## src/rtl/exc_pkg.sv

```systemverilog
package exc_pkg;
  localparam int NUM_SRC  = 7;
  localparam int WORD_W   = 32;
  localparam int MODE_W   = 5;
  localparam int IDX_W    = $clog2(NUM_SRC);

  localparam int SRC_RST  = 0;
  localparam int SRC_UND  = 1;
  localparam int SRC_SWI  = 2;
  localparam int SRC_PABT = 3;
  localparam int SRC_DABT = 4;
  localparam int SRC_IRQ  = 5;
  localparam int SRC_FIQ  = 6;

  localparam int BIT_I = 7;
  localparam int BIT_F = 6;
  localparam int BIT_T = 5;

  localparam logic [MODE_W-1:0] MODE_SVC = 5'b10011;
  localparam logic [MODE_W-1:0] MODE_ABT = 5'b10111;
  localparam logic [MODE_W-1:0] MODE_UND = 5'b11011;
  localparam logic [MODE_W-1:0] MODE_IRQ = 5'b10010;
  localparam logic [MODE_W-1:0] MODE_FIQ = 5'b10001;

  // rank 0 is the highest priority
  function automatic int prio_src(input int rank);
    case (rank)
      0:       return SRC_RST;
      1:       return SRC_DABT;
      2:       return SRC_FIQ;
      3:       return SRC_IRQ;
      4:       return SRC_PABT;
      5:       return SRC_UND;
      default: return SRC_SWI;
    endcase
  endfunction

  function automatic logic [MODE_W-1:0] src_mode(input int src);
    case (src)
      SRC_RST, SRC_SWI:   return MODE_SVC;
      SRC_PABT, SRC_DABT: return MODE_ABT;
      SRC_UND:            return MODE_UND;
      SRC_IRQ:            return MODE_IRQ;
      default:            return MODE_FIQ;
    endcase
  endfunction

  // word slot in the vector table; slot 5 is left unused
  function automatic logic [2:0] src_slot(input int src);
    case (src)
      SRC_RST:  return 3'd0;
      SRC_UND:  return 3'd1;
      SRC_SWI:  return 3'd2;
      SRC_PABT: return 3'd3;
      SRC_DABT: return 3'd4;
      SRC_IRQ:  return 3'd6;
      default:  return 3'd7;
    endcase
  endfunction

  function automatic logic src_sets_f(input int src);
    return (src == SRC_RST) || (src == SRC_FIQ);
  endfunction
endpackage

```

## src/rtl/exc_arbiter.sv

```systemverilog
module exc_arbiter
  import exc_pkg::*;
#(
  parameter int N = NUM_SRC,
  localparam int IW = $clog2(N)
) (
  input  logic          clk,
  input  logic          rst_n,
  input  logic [N-1:0]  req,
  input  logic          i_mask,
  input  logic          f_mask,
  output logic [N-1:0]  grant,
  output logic [IW-1:0] grant_idx,
  output logic          grant_any
);
  logic [N-1:0] mask_vec;
  logic [N-1:0] elig;

  always_comb begin
    mask_vec          = '0;
    mask_vec[SRC_IRQ] = i_mask;
    mask_vec[SRC_FIQ] = f_mask;
  end

  assign elig      = req & ~mask_vec;
  assign grant_any = |elig;

  always_comb begin
    logic found;
    found     = 1'b0;
    grant     = '0;
    grant_idx = '0;
    for (int r = 0; r < N; r++) begin
      int s;
      s = prio_src(r);
      if (!found && elig[s]) begin
        found     = 1'b1;
        grant[s]  = 1'b1;
        grant_idx = IW'(s);
      end
    end
  end

  // never more than one winner, and a winner whenever a request is eligible
  a_r1_single_grant: assert property (@(posedge clk) disable iff (!rst_n)
    $onehot0(grant) && (grant_any == (grant != '0)));
  // masked sources never win
  a_r2_irq_masked: assert property (@(posedge clk) disable iff (!rst_n)
    i_mask |-> !grant[SRC_IRQ]);
  a_r2_fiq_masked: assert property (@(posedge clk) disable iff (!rst_n)
    f_mask |-> !grant[SRC_FIQ]);
  // reset request always wins
  a_r1_reset_wins: assert property (@(posedge clk) disable iff (!rst_n)
    req[SRC_RST] |-> grant[SRC_RST]);
endmodule

```

## src/rtl/exc_entry_calc.sv

```systemverilog
module exc_entry_calc
  import exc_pkg::*;
#(
  parameter int                W       = WORD_W,
  parameter logic [W-1:0]      LO_BASE = '0,
  parameter logic [W-1:0]      HI_BASE = 32'hFFFF_0000,
  localparam int               IW      = IDX_W
) (
  input  logic [IW-1:0] src_idx,
  input  logic [W-1:0]  cur_psr,
  input  logic          hi_vec,
  output logic [W-1:0]  ent_psr,
  output logic [W-1:0]  ent_vec
);
  logic [W-1:0] base;

  always_comb begin
    int s;
    s                      = int'(src_idx);
    ent_psr                = cur_psr;
    ent_psr[MODE_W-1:0]    = src_mode(s);
    ent_psr[BIT_T]         = 1'b0;
    ent_psr[BIT_I]         = 1'b1;
    if (src_sets_f(s))
      ent_psr[BIT_F]       = 1'b1;
  end

  assign base    = hi_vec ? HI_BASE : LO_BASE;
  assign ent_vec = base | W'({src_slot(int'(src_idx)), 2'b00});
endmodule

```

## src/rtl/exc_sequencer.sv

```systemverilog
module exc_sequencer
  import exc_pkg::*;
#(
  parameter int           W       = WORD_W,
  parameter int           N       = NUM_SRC,
  parameter logic [W-1:0] HI_BASE = 32'hFFFF_0000
) (
  input  logic         clk,
  input  logic         rst_n,
  input  logic [N-1:0] exc_req,
  input  logic         ret_cmd,
  input  logic         hi_vec,
  input  logic [W-1:0] cur_psr,
  input  logic [W-1:0] cur_pc,
  input  logic [W-1:0] bank_spsr,
  input  logic [W-1:0] bank_lr,
  output logic [W-1:0] psr_out,
  output logic         psr_we,
  output logic [W-1:0] spsr_out,
  output logic         spsr_we,
  output logic [W-1:0] lr_out,
  output logic         lr_we,
  output logic [W-1:0] pc_out,
  output logic         pc_we
);
  localparam int IW = $clog2(N);

  logic [N-1:0]  grant;
  logic [IW-1:0] grant_idx;
  logic          grant_any;
  logic [W-1:0]  ent_psr;
  logic [W-1:0]  ent_vec;

  exc_arbiter #(.N(N)) u_arb (
    .clk       (clk),
    .rst_n     (rst_n),
    .req       (exc_req),
    .i_mask    (cur_psr[BIT_I]),
    .f_mask    (cur_psr[BIT_F]),
    .grant     (grant),
    .grant_idx (grant_idx),
    .grant_any (grant_any)
  );

  exc_entry_calc #(.W(W), .HI_BASE(HI_BASE)) u_calc (
    .src_idx (grant_idx),
    .cur_psr (cur_psr),
    .hi_vec  (hi_vec),
    .ent_psr (ent_psr),
    .ent_vec (ent_vec)
  );

  always_ff @(posedge clk) begin
    if (!rst_n) begin
      psr_out  <= '0;
      spsr_out <= '0;
      lr_out   <= '0;
      pc_out   <= '0;
      psr_we   <= 1'b0;
      spsr_we  <= 1'b0;
      lr_we    <= 1'b0;
      pc_we    <= 1'b0;
    end else if (grant_any) begin
      psr_out  <= ent_psr;
      spsr_out <= cur_psr;
      lr_out   <= cur_pc;
      pc_out   <= ent_vec;
      psr_we   <= 1'b1;
      spsr_we  <= 1'b1;
      lr_we    <= 1'b1;
      pc_we    <= 1'b1;
    end else if (ret_cmd) begin
      psr_out  <= bank_spsr;
      pc_out   <= bank_lr;
      psr_we   <= 1'b1;
      spsr_we  <= 1'b0;
      lr_we    <= 1'b0;
      pc_we    <= 1'b1;
    end else begin
      psr_we   <= 1'b0;
      spsr_we  <= 1'b0;
      lr_we    <= 1'b0;
      pc_we    <= 1'b0;
    end
  end

  // entry strobes move as a group
  a_r9_entry_strobes_together: assert property (@(posedge clk) disable iff (!rst_n)
    spsr_we |-> (psr_we && lr_we && pc_we));
  // a status write without a save is a return and also reloads the PC
  a_r7_return_shape: assert property (@(posedge clk) disable iff (!rst_n)
    (psr_we && !spsr_we) |-> (pc_we && !lr_we));
  // entry always lands in the 32-bit state
  a_r3_t_clear: assert property (@(posedge clk) disable iff (!rst_n)
    spsr_we |-> !psr_out[BIT_T]);
  // entry always masks IRQ
  a_r4_i_set: assert property (@(posedge clk) disable iff (!rst_n)
    spsr_we |-> psr_out[BIT_I]);
  // vectors are word aligned within the first 32 bytes of a base
  a_r6_vector_aligned: assert property (@(posedge clk) disable iff (!rst_n)
    spsr_we |-> (pc_out[1:0] == 2'b00));
  // an eligible request is never turned into a return
  a_r8_entry_over_return: assert property (@(posedge clk) disable iff (!rst_n)
    grant_any |=> spsr_we);
  // first cycle after reset shows no strobe
  a_r10_quiet_after_reset: assert property (@(posedge clk) disable iff (!rst_n)
    $past(!rst_n) |-> !(psr_we || spsr_we || lr_we || pc_we));
endmodule

```

## config.mk

```make
export PLATFORM = sky130hd
export DESIGN_NAME = exc_sequencer
export DESIGN_NICKNAME = d
export VERILOG_FILES = /design/src/rtl/exc_pkg.sv /design/src/rtl/exc_arbiter.sv /design/src/rtl/exc_entry_calc.sv /design/src/rtl/exc_sequencer.sv
export SDC_FILE = /design/constraint.sdc
export NUM_CORES = 1
export LEC_CHECK = 0
export BUFFER_PORTS_ARGS = -buffer_cell sky130_fd_sc_hd__clkbuf_2
export CORE_MARGIN = 8
export CORE_UTILIZATION = 40
export CTS_CLUSTER_DIAMETER = 50
export DETAILED_ROUTE_END_ITERATION = 10
export HOLD_SLACK_MARGIN = 0.03
export PLACE_DENSITY_LB_ADDON = 0.1
export SLEW_MARGIN = 30
export SYNTH_ARGS = -nofsm -noshare
export SYNTH_HDL_FRONTEND = slang
export SYNTH_SLANG_ARGS = --single-unit
```

## constraint.sdc

```tcl
create_clock -name clk -period 1.6 [get_ports clk]
set_clock_uncertainty 0.1 [all_clocks]
set_input_delay 0.16 -clock clk [delete_from_list [all_inputs] [get_ports clk]]
set_output_delay 0.16 -clock clk [all_outputs]
set_load 0.03 [all_outputs]
```

; ---- Word level (Yosys, flattened, before mapping)
; Cells that the tools add are included.
[op_classes]
eq_ne = 6
mux = 23
bitwise_logic = 4
reduce_logical = 20
[ops]
columns = operator, count
row1 = $mux W32, 5
row2 = $or A32 B5 Y32, 1
row3 = $mux W3, 6
row4 = $pmux W3 S6, 1
row5 = $pmux W4 S4, 1
row6 = $mux W1, 10
row7 = $eq A3 B2 Y1 const B, 3
row8 = $reduce_or A8 Y1, 1
row9 = $and A7 B7 Y7, 1
row10 = $not A7 Y7, 1
row11 = $reduce_or A7 Y1, 1
row12 = $eq A3 B3 Y1 const B, 2
row13 = $logic_and A1 B1 Y1, 6
row14 = $logic_not A1 Y1, 6
row15 = $logic_not A3 Y1, 2
row16 = $reduce_or A2 Y1, 2
row17 = $eq A3 B1 Y1 const B, 1
row18 = $reduce_bool A2 Y1, 1
row19 = $logic_or A1 B1 Y1, 1
row20 = $not A1 Y1, 1
[word_totals]
register_bits = 130
input_bits = 139
output_inout_bits = 132
elab_cells = 60

; ---- Longest topological paths before layout
[logic_depth]
word_depth = 25
mapped_depth = 7
mapped_depth_nobuf = 4

; ---- By module
; From an unflattened synthesis, not the netlist that was laid out.
[hier_totals]
hier_cells = 590
hier_area_um2 = 6593.8
[by_module_without_submodules]
columns = mod, n_inst, cells_per_inst, area_per_inst_um2, seq_area_each_um2
row1 = exc_sequencer, 1, 496, 5931.9, 2602.5
row2 = exc_entry_calc, 1, 71, 505.5, 0.0
row3 = exc_arbiter, 1, 23, 156.4, 0.0

; ---- Worst setup path after synthesis
; OpenSTA, ideal clock, no wires.
[synth_path]
kind = in2reg
startpoint = input port cur_psr[7]
endpoint = register pc_out[21]
setup_ps = 132
t_arrival_ps = 1154
t_required_ps = 1368
slack_ps = 214
path_stages = 6
path_buffers = 2
cell_sequence = nand2b_1 -> buf_2 -> and4_4 -> o21ai_2 -> clkbuf_1 -> a21oi_1
[synth_between]
elab_chain_cells = 4
word_cells_on_any_way = 5
classes_between = mux (1) / bitwise (2) / reduce/logical (2)
[synth_lines]
columns = element, line
row1 = from (decl), exc_sequencer.sv:13  ; input logic [W-1:0] cur_psr,
row2 = $not A7 Y7 *, exc_arbiter.sv:25  ; assign elig = req & ~mask_vec;
row3 = $and A7 B7 Y7 *, exc_arbiter.sv:25
row4 = $reduce_or A7 Y1 *, exc_arbiter.sv:26  ; assign grant_any = |elig;
row5 = $mux W32 / $reduce_bool A2 Y1 (equally long branches), -
row6 = to (signal assigned), exc_sequencer.sv:67  ; pc_out <= ent_vec;
row7 = to (signal assigned), exc_sequencer.sv:74  ; pc_out <= bank_lr;
row8 = to (decl), exc_sequencer.sv:23  ; output logic [W-1:0] pc_out,
; Mark *: on every way between the ends. The rest lies on a longest branch, timed or not.
; A chain may end at the register's enable or synchronous reset.

; ---- Worst setup path after layout
[layout_path]
startpoint = register psr_out[28]
endpoint = output port psr_out[28]
[layout_lines]
columns = element, line
row1 = from (decl), exc_sequencer.sv:17  ; output logic [W-1:0] psr_out,
row2 = from (signal assigned), exc_sequencer.sv:64  ; psr_out <= ent_psr;
row3 = from (signal assigned), exc_sequencer.sv:73  ; psr_out <= bank_spsr;
; No word-level cell between the ends.

==> reports/results.txt <==
Outcome = complete, no violations
Unrepaired setup endpoints after global routing = false
Via count = 5219
Proportion of layout cells with a drive suffix above 1 = 0.376
CTS tree = yes
Initial antenna violation count = 0
# DRC = 0
H-tree depth = 4
Fin. Hold Viols = 0
Synth-to-Final Area Change = 61.8%
Setup TNS = 0 ns
Crit path time final = 1.24 ns
Dpl cell area = 0.00679 mm²
DR WL/cell = 15.5 µm
Core area = 0.0126 mm²
Crit path DAT = 0.98 ns
Die Height = 129 µm
Slew @ Worst Pin = 0.513 ns
Clock network power share = 0.408
CTS Sinks = 130
Stages on worst setup path = 1
Commonest cells after routing, fill and taps aside = clkbuf_2, nand2_1, dfxtp_1, dlygate4sd3_1, a21boi_1
DP HPWL = 12100 µm
Initial DRT Pass Iterations = 4
Reg2reg setup slack = 0.69 ns
Final setup fails = 0
Clock Root Buffer = clkbuf_16
Maximum root-to-sink buffer count = 2
Die footprint = 0.0167 mm²
Hold Path Depth = 4
HP Class = input pin to register
FF+latch count, synth = 130
Fin crit share = 0.772
Sequential share of the synthesized area = 0.506
Post-Synthesis Net Count = 692
Syn Inst Count = 553
PortBufs = 270
Slowest cell on crit path = dfxtp_1
Seq pwr share = 0.426
Power per standard cell area = 987 mW/mm²
Syn_area_per_cell = 9.30 µm²
Global-route wire length before repair = 26200 µm
Post-DRT Antenna Nets = 0
# IOs = 271
Largest net degree at the start of global routing = 44
Max-slew headroom = 0.658
Yosys warnings = 0
GRT Total Usage = 0.199
Cell Area, Synth = 0.00514 mm²
Leakage = 0.00406 µW
Buf+Inv Stages, Crit Path = 1
RePlAce Congestion = 0.830
Logic pwr share = 0.167
CP required = 1.34 ns
Cell Int Power = 6100 µW
Psw = 2110 µW
Num CTS Buffers = 17
Finished layout cell area = 0.00832 mm²
Worst-Skew Late Latency = 0.40 ns
DRT iter0 DRCs = 231
CP max FO = 2
Total grt overflow = 0
Vias in the first global route = 5359
Worst IR Drop VDD = 0.643 mV
Setup Buffers After CTS = 0
Slew Limit Fails = 0
Count of different cell masters after synthesis = 32
DR vias/cell = 4.71
# rows = 41
Worst Setup End Kind = primary output
Commonest non-fill, non-tap cell in the layout = clkbuf_2
Clock-pin slew on the worst setup and hold paths = 0.05 ns
Post-CTS sizing = 0
Sw Share = 0.257
Max_cap viols = 0
CP top delay family = flip-flops
CP startpoint kind = register
Initial core utilization = 0.409
Type of the worst setup path = register to primary output
# nets final = 1063
FMAX = 0.809 GHz
Chip width = 129 µm
Fillers = 1046
CP peak stage delay = 0.35 ns
Worst r2r path cells = 3
Drt total wl = 17100 µm
Worst path cell trace = clkbuf_2
synth_stat cells (all sizes together):
cell type | instances | area, µm²
o32ai | 1 | 8.76
o21a | 4 | 30.0
clkbuf | 22 | 82.6
and2 | 2 | 12.5
inv | 3 | 11.3
nor2b | 1 | 6.26
a311oi | 1 | 8.76
dfxtp | 130 | 2600
a21oi | 22 | 110
nor3 | 1 | 16.3
mux2 | 25 | 282
mux2i | 35 | 350
and4 | 1 | 11.3
a21boi | 90 | 676
or2 | 2 | 12.5
o21ai | 6 | 33.8
nor3b | 1 | 7.51
nand4b | 2 | 17.5
nor2 | 17 | 63.8
o22ai | 2 | 12.5
o211a | 1 | 10.0
a31oi | 1 | 6.26
nand4 | 1 | 12.5
o311ai | 1 | 8.76
nand2b | 3 | 18.8
buf | 21 | 139
nand2 | 157 | 592
path summary, 6_finish.rpt:
check / from / end
min: bank_lr[2] / pc_out[2]$_SDFFE_PN0P_
max reg2reg: psr_out[14]$_SDFFE_PN0P_ / psr_out[14]$_SDFFE_PN0P_
min reg2reg: lr_out[5]$_SDFFE_PN0P_ / lr_out[5]$_SDFFE_PN0P_
max: psr_out[28]$_SDFFE_PN0P_ / psr_out[28]
state kept, by name, summed over array words and instances, names as in the netlist:
name	cells
lr_out	32
lr_we	1
pc_out	32
pc_we	1
psr_out	32
spsr_out	32
metrics by stage:
stage	std cells	utilization	setup WS, ns	power (µW)	hold slack [ns]
after floorplan	553	-	0.214	4250	0.199
after global placement	976	0.540	0.0870	4710	0.285
after detailed placement	976	0.540	0.0115	4730	0.290
after CTS	1107	0.662	0.332	8310	0.0335
after global routing	1107	0.662	0.309	8560	0.0663
final	1108	0.662	0.365	8210	0.0520
logic make-up after synthesis:
logic type      after synthesis  synth area share
simple gates                188             0.150
flops                       130             0.506
compound gates              129             0.176
mux                          60             0.123
buf+inv                      46            0.0453
power by group through the flow:
stage | clock, µW | combinational, µW | sequential [µW]
6_report | 3350 | 1370 | 3500
5_1_grt | 3590 | 1460 | 3520
4_1_cts | 3450 | 1370 | 3500
3_5_place_dp | 0 | 1170 | 3560
3_3_place_gp | 0 | 1160 | 3560
2_1_floorplan | 0 | 370 | 3880
what timing repair did:
item / 4_1_cts / 5_1_grt
hold endpoints to repair: 125 / 0
hold buffers: 101 / 0
endpoints found under the setup margin: 0 / 0
metal layers:
metal | global-route usage | wire length [µm] | part of all wire | vias to the layer above
met5 | 0 | 0 | 0 | -
met2 | 0.346 | 8530 | 0.50 | 212
met3 | 0.0764 | 1580 | 0.092 | 40
li1 | - | - | - | 2595
met4 | 0.0981 | 560 | 0.033 | 0
met1 | 0.207 | 6460 | 0.38 | 2372
cell type report:
class / count / area [µm²] / share of cell area
Antenna cell: 1 / 2.50 / 0.000301
Clock buffer: 24 / 482 / 0.0579
Clock inverter: 6 / 32.5 / 0.00391
Inverter: 3 / 11.3 / 0.00135
Multi-Input combinational cell: 377 / 2320 / 0.278
Sequential cell: 130 / 2600 / 0.313
Tap cell: 172 / 215 / 0.0259
Timing Repair Buffer: 395 / 2660 / 0.319
Power figures use the tool's default switching activity.
